$ cat src/rtl/stall_acc.sv
module stall_acc #(
  parameter int CNT_W  = 12,
  parameter int DATA_W = 8
) (
  input  logic              clk,
  input  logic              rst,
  input  logic              stall_i,
  input  logic              rd_i,
  input  logic              wr_i,
  input  logic              addr_i,
  input  logic [DATA_W-1:0] wdata_i,
  output logic [DATA_W-1:0] rdata_o
);
  localparam int HI_W    = DATA_W - 1;
  localparam int LO_SPAN = CNT_W - HI_W;
  localparam int SNAP_W  = LO_SPAN - 1;
  localparam logic [CNT_W-1:0] ONE = CNT_W'(1);

  logic [CNT_W-1:0]  cnt;
  logic              ovf;
  logic [SNAP_W-1:0] snap;
  logic              unused_wbit;

  wire hi_wr = wr_i & ~addr_i;
  wire hi_rd = rd_i & ~addr_i;

  assign unused_wbit = wdata_i[DATA_W-1];

  always_ff @(posedge clk) begin
    if (rst) begin
      cnt <= '0;
      ovf <= 1'b0;
    end else if (hi_wr) begin
      cnt <= {wdata_i[HI_W-1:0], {LO_SPAN{1'b0}}};
      ovf <= 1'b0;
    end else if (stall_i) begin
      cnt <= cnt + ONE;
      if (&cnt) ovf <= 1'b1;
    end
  end

  always_ff @(posedge clk) begin
    if (rst)        snap <= '0;
    else if (hi_rd) snap <= cnt[LO_SPAN-1:1];
  end

  assign rdata_o = addr_i ? DATA_W'({snap, 1'b0})
                          : {ovf, cnt[CNT_W-1:LO_SPAN]};

  // one step per stall cycle, hold otherwise
  a_r2_step: assert property (@(posedge clk) disable iff (rst)
    (stall_i && !hi_wr) |=> cnt == $past(cnt) + ONE);
  a_r2_hold: assert property (@(posedge clk) disable iff (rst)
    (!stall_i && !hi_wr) |=> $stable(cnt));
  // set on wrap, sticky until written
  a_r3_set: assert property (@(posedge clk) disable iff (rst)
    (stall_i && !hi_wr && (&cnt)) |=> ovf);
  a_r3_sticky: assert property (@(posedge clk) disable iff (rst)
    (ovf && !hi_wr) |=> ovf);
  // write clears low bits and flag, beating a stall
  a_r4_write: assert property (@(posedge clk) disable iff (rst)
    hi_wr |=> (cnt[LO_SPAN-1:0] == '0) && !ovf);
  // snapshot takes the pre-edge count
  a_r6_snap: assert property (@(posedge clk) disable iff (rst)
    hi_rd |=> snap == $past(cnt[LO_SPAN-1:1]));
  // snapshot still otherwise
  a_r7_snap_hold: assert property (@(posedge clk) disable iff (rst)
    !hi_rd |=> $stable(snap));
endmodule

$ cat config.mk
export PLATFORM = sky130hd
export DESIGN_NAME = stall_acc
export DESIGN_NICKNAME = d
export VERILOG_FILES = /design/src/rtl/stall_acc.sv
export SDC_FILE = /design/constraint.sdc
export NUM_CORES = 1
export LEC_CHECK = 0
export CAP_MARGIN = 40
export CORE_MARGIN = 3
export CORE_UTILIZATION = 50
export CTS_CLUSTER_SIZE = 40
export DETAILED_ROUTE_END_ITERATION = 10
export PLACE_DENSITY = 0.82
export REMOVE_ABC_BUFFERS = 1
export SETUP_SLACK_MARGIN = 0.2
export SLEW_MARGIN = 15
export SYNTH_ARGS = -nofsm -noshare
export SYNTH_HDL_FRONTEND = slang
export SYNTH_SLANG_ARGS = --single-unit
$ cat constraint.sdc
create_clock -name clk -period 2.2 [get_ports clk]
set_clock_uncertainty 0.1 [all_clocks]
set_input_delay 0.44 -clock clk [delete_from_list [all_inputs] [get_ports clk]]
set_output_delay 0.44 -clock clk [all_outputs]
set_load 0.03 [all_outputs]
==> flow_metrics.env <==
export IMPL_synth_compound_area_share_pct=11.8
export IMPL_slew_headroom_pct=79.7
export IMPL_startpoint_type="input port"
export IMPL_cts_buffer_depth=2
export IMPL_clock_latency_ps=290
export IMPL_antenna_found_initial=0
export IMPL_setup_viol=0
export IMPL_fin_total_pwr_mw=0.597
export IMPL_rsz0062_at_grt="no"
export IMPL_gp_congestion=0.833
export IMPL_drt_initial_drc_count=9
export IMPL_clkSinkCount=17
export IMPL_min_period_ps=1940
export IMPL_start_util_pct=54.9
export IMPL_whs_path_depth=2
export IMPL_routedWlPerCell_um=13.9
export IMPL_ys_top_cells_by_area="dfxtp_1 (40%), nand2_1 (6.2%), nor2_1 (6.2%)"
export IMPL_hpwl_mm=1.45
export IMPL_p_per_area_nw_per_um2=534
export IMPL_final_core_util_pct=72.5
export IMPL_switching_share_pct=26.7
export IMPL_synth_top_cell_by_area="dfxtp_1"
export IMPL_crit_path_max_fanout=5
export IMPL_dieArea_um2=2220
export IMPL_grt_pass1_wl_mm=3.08
export IMPL_fmax_ghz=0.516
export IMPL_fin_cells=140
export IMPL_post_cts_buffers=0
export IMPL_cts_buffers=3
export IMPL_p_int_mw=0.438
export IMPL_hold_path_class="reg2reg"
export IMPL_end_kind="output pin"
export IMPL_synth_top_family_by_area="simple AND/OR/NAND/NOR gates"
export IMPL_yosysWarnings=0
export IMPL_worst_slack_ps=263
export IMPL_p_sw_mw=0.159
export IMPL_clk_pin_slew_ps=100
export IMPL_power_frac_seq_pct=55.6
export IMPL_ys_types=25
export IMPL_layout_nets=140
export IMPL_grt_max_degree=16
export IMPL_cp_arrival_ps=1400
export IMPL_max_cap_viol_count=0
export IMPL_cp_required_ps=1660
export IMPL_comb_power_share_pct=16.2
export IMPL_die_y_um=47.1
export IMPL_p_clk_share_pct=28.2
export IMPL_areaGrowthSynthToFinish_pct=32.1
export IMPL_grt_usage_pct=20.4
export IMPL_synth_xor_area_share_pct=9.32
export IMPL_tns_ps=0
export IMPL_r2r_cells=3
export IMPL_placed_area_um2=1090
export IMPL_syn_cell_area_um2=846
export IMPL_grt_pass1_vias=717
export IMPL_synth_mux_area_fraction_pct=5.18
export IMPL_first_pass_iters=4
export IMPL_cts_tree="built"
export IMPL_holdWs_ps=364
export IMPL_worst_slew_pin_transition_ps=306
export IMPL_dp_slack_ps=-357
export IMPL_placed_cells_incl_taps=136
export IMPL_row_count=14
export IMPL_postRouteAntennaNets=0
export IMPL_synthAdderAreaFrac_pct=1.48
export IMPL_p_leak_nw=0.449
export IMPL_fill_cells=136
export IMPL_root_buffer="clkbuf_4"
export IMPL_netlist_instances=98
export IMPL_ys_ff_latch=17
export IMPL_vias=765
export IMPL_pin_count=22
export IMPL_worst_setup_path_type="in2out"
export IMPL_cts_resized=6
export IMPL_port_buffers=20
export IMPL_drive_above_1_share_pct=17.7
export IMPL_hold_buffers=0
export IMPL_irDropWorstVdd_v=0.000335
export IMPL_avgSynthCellArea_um2=8.63
export IMPL_hold_viol=0
export IMPL_core_region_area_um2=1540
export IMPL_status="finished clean"
export IMPL_cts_max_level=1
export IMPL_routed_wl_mm=1.95
export IMPL_slew_viol_final=0
export IMPL_gr_total_overflow=0
export IMPL_viasPerCell=5.46
export IMPL_yosys_area_top_type_share_pct=40.2
export IMPL_final_common_cell="dfxtp_1"
export IMPL_synth_seq_area_share_pct=40.2
export IMPL_drcViolationCount=0
export IMPL_final_cell_mix="dfxtp_1 (17), nor2_1 (14), nand2_1 (14)"
export IMPL_final_cell_area_um2=1120
export IMPL_period_share_pct=88.1
export IMPL_synth_simple_area_share_pct=29.3
export IMPL_die_w_um=47.1
export IMPL_antennaDiodeCount=0
final timing paths:
kind	startpoint	slack, ps	to
worst max-delay path	addr_i	260	rdata_o[3]
worst min-delay path	ovf	360	ovf
worst max register to register	cnt[2]	670	cnt[7]
worst min register to register	ovf	360	ovf
synthesized netlist by cell type:
| master | instances |
|---|---|
| dfxtp_1 | 17 |
| nand2_1 | 14 |
| nor2_1 | 14 |
| a21oi_1 | 5 |
| xnor2_1 | 5 |
| a211oi_1 | 4 |
| xor2_1 | 4 |
| clkbuf_1 | 3 |
| inv_1 | 3 |
| mux2_2 | 3 |
| nand2b_1 | 3 |
| nor2b_1 | 3 |
| nor3_1 | 3 |
| o21ai_0 | 3 |
| a311oi_1 | 2 |
| nand3_1 | 2 |
| or3_1 | 2 |
| a211oi_2 | 1 |
| and3_1 | 1 |
| ha_1 | 1 |
| mux2i_1 | 1 |
| nand4_1 | 1 |
| nand4_2 | 1 |
| nand4_4 | 1 |
| nor4_4 | 1 |
cell families after synthesis:
family,Yosys count
compound gates,15
xor+xnor,9
buf+inv,6
mux,4
simple gates,46
fa+ha+maj,1
flops,17
state kept, by name, indices dropped and copies added, names as in the netlist:
signal and count:
cnt 12, snap 4, ovf 1
area by class of cell:
cell class	count	area, um^2	share of cell area, %
repair buffers	25	235	21.1
clock buffers	3	22.5	2.02
clock inverters	1	5.00	0.448
inverters	3	11.3	1.01
well taps	16	20.0	1.79
multi-input cells	75	483	43.2
flip-flops and latches	17	340	30.5
metal layers:
layer  global-route usage (%)  wire, um  vias to the layer above
li1                         -         -                      387
met1                     23.4       849                      345
met2                     35.8       956                       28
met3                     4.60       108                        5
met4                     9.39        32                        0
met5                        0         0                        -
worst max-delay path, stage by stage:
cell             delay [ps]
clkdlybuf4s15_2         250
mux2_2                  350
dlygate4sd2_1           360
power by group through the flow:
stage	Sequential (mW)	Combinational (mW)	Clock [mW]
finish	0.332	0.0966	0.169
global route	0.333	0.104	0.189
CTS	0.332	0.0971	0.173
detailed placement	0.339	0.0984	0
global placement	0.338	0.0961	0
floorplan	0.336	0.0450	0
Note: power is estimated with default switching activity, not from simulation.
